File: config.mk
export PLATFORM = sky130hd
export DESIGN_NAME = scatterOverlay
export DESIGN_NICKNAME = d
export VERILOG_FILES = /design/src/rtl/ovlPkg.sv /design/src/rtl/ovlPointHit.sv /design/src/rtl/ovlCtrl.sv /design/src/rtl/ovlDatapath.sv /design/src/rtl/scatterOverlay.sv
export SDC_FILE = /design/constraint.sdc
export NUM_CORES = 2
export LEC_CHECK = 0
export ABC_AREA = 1
export ABC_CLOCK_PERIOD_IN_PS = 11700
export CORE_ASPECT_RATIO = 1.1
export CORE_MARGIN = 2
export CORE_UTILIZATION = 60
export CTS_CLUSTER_SIZE = 8
export DETAILED_ROUTE_END_ITERATION = 10
export PLACE_DENSITY_LB_ADDON = 0.05
export SLEW_MARGIN = 40
export SYNTH_ARGS = -nofsm -noshare
export SYNTH_HDL_FRONTEND = slang
export SYNTH_SLANG_ARGS = --single-unit
File: constraint.sdc
create_clock -name clk -period 11.7 [get_ports clk]
set_clock_uncertainty 0.15 [all_clocks]
set_input_delay 2.34 -clock clk [delete_from_list [all_inputs] [get_ports clk]]
set_output_delay 2.34 -clock clk [all_outputs]
set_load 0.005 [all_outputs]
File: src/rtl/ovlPkg.sv
package ovlPkg;
  // Strobes from the scan controller to the pixel datapath.
  typedef struct packed {
    logic load;    // capture all settings on this edge
    logic active;  // a frame scan is running
  } ovlStrobe_t;

  typedef enum logic {S_IDLE = 1'b0, S_RUN = 1'b1} ovlState_t;
endpackage

File: src/rtl/ovlPointHit.sv
module ovlPointHit #(
  parameter int COORD_W = 11
) (
  input  logic [COORD_W-1:0] px,
  input  logic [COORD_W-1:0] py,
  input  logic               en,
  input  logic [COORD_W-1:0] col,
  input  logic [COORD_W-1:0] row,
  input  logic [COORD_W-1:0] size,
  input  logic [COORD_W-1:0] frameCols,
  input  logic [COORD_W-1:0] frameRows,
  output logic               hit
);
  logic [COORD_W-1:0] dx;
  logic [COORD_W-1:0] dy;
  logic               inFrame;

  always_comb begin
    // unsigned magnitude of the distance; no modular wrap possible
    dx      = (col >= px) ? (col - px) : (px - col);
    dy      = (row >= py) ? (row - py) : (py - row);
    inFrame = en && (px < frameCols) && (py < frameRows);
    hit     = inFrame && (dx < size) && (dy < size);
  end
endmodule

File: src/rtl/ovlCtrl.sv
module ovlCtrl
  import ovlPkg::*;
#(
  parameter int COORD_W = 11
) (
  input  logic               clk,
  input  logic               rstN,
  input  logic               start,
  input  logic [COORD_W-1:0] rowCnt,
  input  logic [COORD_W-1:0] colCnt,
  input  logic               mTready,
  output ovlStrobe_t         strb,
  output logic [COORD_W-1:0] row,
  output logic [COORD_W-1:0] col,
  output logic               mTvalid,
  output logic               mTuser,
  output logic               mTlast,
  output logic               done
);
  localparam logic [COORD_W-1:0] ONE = COORD_W'(1);

  ovlState_t          state;
  logic [COORD_W-1:0] rowLast;
  logic [COORD_W-1:0] colLast;
  logic               launch;
  logic               lineEnd;

  always_comb begin
    launch      = (state == S_IDLE) && start && (rowCnt != '0) && (colCnt != '0);
    strb.load   = launch;
    strb.active = (state == S_RUN);
    lineEnd     = (col == colLast);
    mTvalid     = strb.active;
    mTuser      = strb.active && (row == '0) && (col == '0);
    mTlast      = strb.active && lineEnd;
  end

  always_ff @(posedge clk) begin
    if (!rstN) begin
      state   <= S_IDLE;
      row     <= '0;
      col     <= '0;
      rowLast <= '0;
      colLast <= '0;
      done    <= 1'b0;
    end else begin
      case (state)
        S_IDLE: begin
          if (launch) begin
            state   <= S_RUN;
            row     <= '0;
            col     <= '0;
            rowLast <= rowCnt - ONE;
            colLast <= colCnt - ONE;
            done    <= 1'b0;
          end
        end
        S_RUN: begin
          if (mTready) begin
            if (lineEnd) begin
              col <= '0;
              if (row == rowLast) begin
                state <= S_IDLE;
                done  <= 1'b1;
              end else begin
                row <= row + ONE;
              end
            end else begin
              col <= col + ONE;
            end
          end
        end
        default: state <= S_IDLE;
      endcase
    end
  end
endmodule

File: src/rtl/ovlDatapath.sv
module ovlDatapath
  import ovlPkg::*;
#(
  parameter int NUM_PTS = 20,
  parameter int COORD_W = 11,
  parameter int CHAN_W  = 8
) (
  input  logic                       clk,
  input  logic                       rstN,
  input  ovlStrobe_t                 strb,
  input  logic [COORD_W-1:0]         row,
  input  logic [COORD_W-1:0]         col,
  input  logic [COORD_W-1:0]         rowCnt,
  input  logic [COORD_W-1:0]         colCnt,
  input  logic [NUM_PTS*COORD_W-1:0] ptXFlat,
  input  logic [NUM_PTS*COORD_W-1:0] ptYFlat,
  input  logic [NUM_PTS-1:0]         ptEnable,
  input  logic [COORD_W-1:0]         markSize,
  input  logic [3*CHAN_W-1:0]        markColour,
  output logic [4*CHAN_W-1:0]        mTdata
);
  localparam int COLOR_W = 3 * CHAN_W;

  logic [COORD_W-1:0] shRows;
  logic [COORD_W-1:0] shCols;
  logic [COORD_W-1:0] shSize;
  logic [COLOR_W-1:0] shColour;
  logic [NUM_PTS-1:0] shEn;
  logic [NUM_PTS-1:0] hits;

  always_ff @(posedge clk) begin
    if (!rstN) begin
      shRows   <= '0;
      shCols   <= '0;
      shSize   <= '0;
      shColour <= '0;
      shEn     <= '0;
    end else if (strb.load) begin
      shRows   <= rowCnt;
      shCols   <= colCnt;
      shSize   <= markSize;
      shColour <= markColour;
      shEn     <= ptEnable;
    end
  end

  for (genvar i = 0; i < NUM_PTS; i++) begin : g_pt
    logic [COORD_W-1:0] shX;
    logic [COORD_W-1:0] shY;

    always_ff @(posedge clk) begin
      if (!rstN) begin
        shX <= '0;
        shY <= '0;
      end else if (strb.load) begin
        shX <= ptXFlat[i*COORD_W +: COORD_W];
        shY <= ptYFlat[i*COORD_W +: COORD_W];
      end
    end

    ovlPointHit #(.COORD_W(COORD_W)) u_hit (
      .px        (shX),
      .py        (shY),
      .en        (shEn[i]),
      .col       (col),
      .row       (row),
      .size      (shSize),
      .frameCols (shCols),
      .frameRows (shRows),
      .hit       (hits[i])
    );
  end

  always_comb begin
    if (strb.active && (|hits)) mTdata = {{CHAN_W{1'b1}}, shColour};
    else                        mTdata = '0;
  end
endmodule

File: src/rtl/scatterOverlay.sv
module scatterOverlay
  import ovlPkg::*;
#(
  parameter int NUM_PTS = 20,
  parameter int COORD_W = 11,
  parameter int CHAN_W  = 8
) (
  input  logic                       clk,
  input  logic                       rstN,
  input  logic                       start,
  input  logic [COORD_W-1:0]         rowCnt,
  input  logic [COORD_W-1:0]         colCnt,
  input  logic [NUM_PTS*COORD_W-1:0] ptXFlat,
  input  logic [NUM_PTS*COORD_W-1:0] ptYFlat,
  input  logic [NUM_PTS-1:0]         ptEnable,
  input  logic [COORD_W-1:0]         markSize,
  input  logic [3*CHAN_W-1:0]        markColour,
  output logic [4*CHAN_W-1:0]        mTdata,
  output logic                       mTvalid,
  input  logic                       mTready,
  output logic                       mTuser,
  output logic                       mTlast,
  output logic                       done
);
  ovlStrobe_t         strb;
  logic [COORD_W-1:0] row;
  logic [COORD_W-1:0] col;

  ovlCtrl #(.COORD_W(COORD_W)) u_ctrl (
    .clk     (clk),
    .rstN    (rstN),
    .start   (start),
    .rowCnt  (rowCnt),
    .colCnt  (colCnt),
    .mTready (mTready),
    .strb    (strb),
    .row     (row),
    .col     (col),
    .mTvalid (mTvalid),
    .mTuser  (mTuser),
    .mTlast  (mTlast),
    .done    (done)
  );

  ovlDatapath #(.NUM_PTS(NUM_PTS), .COORD_W(COORD_W), .CHAN_W(CHAN_W)) u_dp (
    .clk        (clk),
    .rstN       (rstN),
    .strb       (strb),
    .row        (row),
    .col        (col),
    .rowCnt     (rowCnt),
    .colCnt     (colCnt),
    .ptXFlat    (ptXFlat),
    .ptYFlat    (ptYFlat),
    .ptEnable   (ptEnable),
    .markSize   (markSize),
    .markColour (markColour),
    .mTdata     (mTdata)
  );
endmodule

==> impl_results.md <==
* Status: finished, final reports clean
* Mapped Cells at 11779
* Final Hold Vio Count at 0
* Final worst path period share at 89.2%
* R2R setup slack at 7.79 ns
* Setup bufs post-CTS at 0
* Initial DRC Count at 9757
* Crit path kind: reg -> out
* Final Net Count at 14395
* Share of the yosys chip area belonging to registers at 14.5%
* Setup TNS Final at 0 ns
* Crit-path max cell delay at 0.82 ns
* Die area at 132000 um^2
* Post-route DRC at 0
* HP Class: reg -> reg
* Fillers at 11543
* Pre-antenna DRT Iters at 9
* Num CTS Buffers at 84
* Cell repeated most along the worst path: nand2_1
* Hold path startpoint: u_dp.shColour[12]
* Crit path DAT at 7.94 ns
* Setup crit start kind: register
* P&R area growth vs syn at 11.7%
* Largest net degree at the start of global routing at 219
* Hold EP: u_dp.shColour[12]
* Post-Place Cells at 13740
* Worst VDD drop at 129 uV
* Max-Cap Viols at 0
* Hold path depth at 2
* Synth Cell Area at 77700 um^2
* CP Data Required Time at 9.21 ns
* Routed len/inst at 23.2 um
* Clk sink count at 563
* Slowest CP cell: clkinv_2
* Final Critical Period at 10.43 ns
* CORE AREA at 129000 um^2
* Post-CTS sizing at 0
* RSZ-0062 raised after global routing: false
* Worst reg2reg path depth at 9
* Worst r2r dst: u_dp.shSize[9]
* Worst-path maximum fanout at 25
* RePlAce Congestion at 1.04
* Port Buffers at 556
* Chip Height at 381 um
* Max-slew violations at 0
* Site Rows at 138
* Vias in the first global route at 79783
* GR Overflow Total at 0
* Max-slew headroom at 36.2%
* Post-DP HPWL at 234 mm
* Worst slew pin tran at 0.956 ns
* Post-route setup slack at 1.27 ns
* Fmax achieved at 95.9 MHz
* GRT Overall Usage at 46.9%
* First-pass GRT wire length at 475 mm
* Synth async-reset ratio at 0%
* Starting Density at 60.4%
* Clk Latency, worst-skew pair at 0.71 ns
* Synth warn at 0
* # IOs at 557
* CTS tree: done
* WL final at 322 mm
* Initial antenna violation count at 20
* Post-synth cell types at 59
* Hold buffer count at CTS at 0
* Pwr Density at 139 nW/um^2
* Worst r2r src: u_ctrl.mTvalid
* Via count at 84024
* Clock root buffer: clkbuf_16
* Fin cells at 13864
* Avg Inst Size Synth at 6.60 um^2
* Crit end category: output pin
* Detail Route Antenna Nets at 0
* Die X at 347 um
* Endpoints failing setup at 0
* Setup WS pre-CTS at 2.25 ns
* Syn_nets at 14026
* EDFF count, synth at 0
* DR vias/cell at 6.06
* Hold WS at 0.312 ns
* Share of layout cells above drive strength 1 at 3.02%
* Seq cells post-synth at 563
* Pleak at 46.2 nW
* Number of H-tree levels at 3
* Worst-path clk slew at 0.05 ns
* Maximum clock path buffer count at 3
* Top_reg_cell synth: dfxtp_1
-- layout by cell type (no fill, tap or decap), types with 9 or more instances in the layout --
master / netlist / routed
nand2_1: 2924 / 2923
nor4_1: 29 / 28
o21ai_2: 17 / 17
o211ai_1: 16 / 16
dfxtp_2: 0 / 21
o21ai_0: 535 / 535
a31oi_1: 85 / 85
clkbuf_1: 137 / 12
a21o_1: 120 / 120
nand3b_1: 13 / 13
buf_6: 13 / 9
diode_2: 0 / 11
o21ai_1: 385 / 385
a211oi_1: 21 / 20
o21a_1: 15 / 15
nand3_1: 874 / 874
nand4_1: 102 / 102
ha_1: 1646 / 1646
fa_1: 80 / 80
a221oi_1: 90 / 90
a21oi_1: 710 / 710
and2_1: 10 / 10
o21bai_1: 49 / 49
nor3_1: 47 / 47
o22ai_1: 20 / 20
buf_4: 44 / 97
clkdlybuf4s50_1: 0 / 555
inv_2: 38 / 64
inv_1: 1808 / 1769
xnor2_1: 146 / 146
xor2_1: 362 / 362
nor2_1: 616 / 615
clkbuf_16: 0 / 85
dfxtp_1: 563 / 539
-- synth_stat cells, drive strengths merged, types with 103 or more instances --
library cell	count	share of area (%)
xor2	362	4.1
nand2	2932	14
nor2	621	3.0
ha	1646	27
dfxtp	563	15
a21oi	718	4.7
o21ai	937	6.1
buf	227	1.7
inv	1847	8.9
nand4	103	0.84
clkbuf	157	0.79
nand3	879	5.7
xnor2	146	1.6
a21o	120	1.2
-- cell families (layout without fill, tap and decap cells) --
group,after synthesis,count (layout),share of synthesized area (%)
xor gates and xnor gates,508,508,5.73
other,0,11,0
adders and majority gates,1726,1726,28.6
buffers and inverters,2231,2625,11.4
DFF,563,563,14.5
AOI/OAI and AO/OA,2102,2102,15.2
and+or+nand+nor,4649,4649,24.6
-- registers in the layout (all words and copies together) (netlist names) --
name,count
u_dp.g_pt.shX,220
u_dp.g_pt.shY,220
u_dp.shColour,24
u_dp.shEn,20
u_ctrl.colLast,11
u_ctrl.col,11
u_ctrl.rowLast,11
u_ctrl.row,11
u_dp.shCols,11
u_dp.shRows,11
u_dp.shSize,11
u_ctrl.done,1
u_ctrl.mTvalid,1
-- where the power goes --
| group | switching [mW] | internal [mW] |
|---|---|---|
| Combinational | 4.63 | 2.81 |
| Clock | 1.04 | 1.34 |
| Sequential | 0.145 | 2.07 |
| Total | 5.82 | 6.21 |
-- worst max-delay path, delay by kind of cell (launching register included) --
family | cells | cell delay (ns)
DFF | 1 | 0.63
AOI/OAI and AO/OA | 1 | 0.27
xor gates and xnor gates | 1 | 0.18
and+or+nand+nor | 17 | 3.16
buffers and inverters | 6 | 1.92
adders and majority gates | 2 | 1.04
-- metrics by stage --
| stage | area (um^2) | power, mW | utilization (%) |
|---|---|---|---|
| finish | 86800 | 12.0 | 67.5 |
| global route | 86800 | 13.1 | 67.5 |
| CTS | 86700 | 11.8 | 67.4 |
| detailed placement | 84400 | 9.44 | 65.6 |
| global placement | 84300 | 9.21 | 65.6 |
| floorplan | 77700 | 7.62 | - |
-- worst max path at each step --
stage	cells after the start	startpoint	to	slack, ns
2_1_floorplan	28	u_ctrl.row[1]	mTdata[25]	2.81
3_3_place_gp	30	u_ctrl.col[1]	mTdata[28]	2.34
3_5_place_dp	30	u_ctrl.col[1]	mTdata[28]	2.25
4_1_cts	30	u_ctrl.col[1]	mTdata[28]	1.51
5_1_grt	30	u_ctrl.col[1]	mTdata[29]	0.97
6_report	27	u_ctrl.col[3]	mTdata[28]	1.27
-- routing by layer --
| metal | track usage [%] | up-vias | part of all wire (%) |
|---|---|---|---|
| li1 | - | 39146 | - |
| met3 | 12.1 | 1383 | 13 |
| met5 | 0.109 | - | 0.033 |
| met4 | 36.1 | 16 | 9.0 |
| met1 | 57.6 | 38505 | 38 |
| met2 | 69.8 | 4974 | 40 |
-- area by class of cell --
cell class	instances	area (um^2)	area share [%]
sequential	563	11300	13.0
timing repair buffer	667	6520	7.50
multi-input combinational	8985	57600	66.3
inverter	1847	6960	8.01
clock buffer	105	2280	2.63
clock inverter	6	37.5	0.0432
tap	1680	2100	2.42
antenna	11	27.5	0.0317
(Power assumes the default switching activity.)
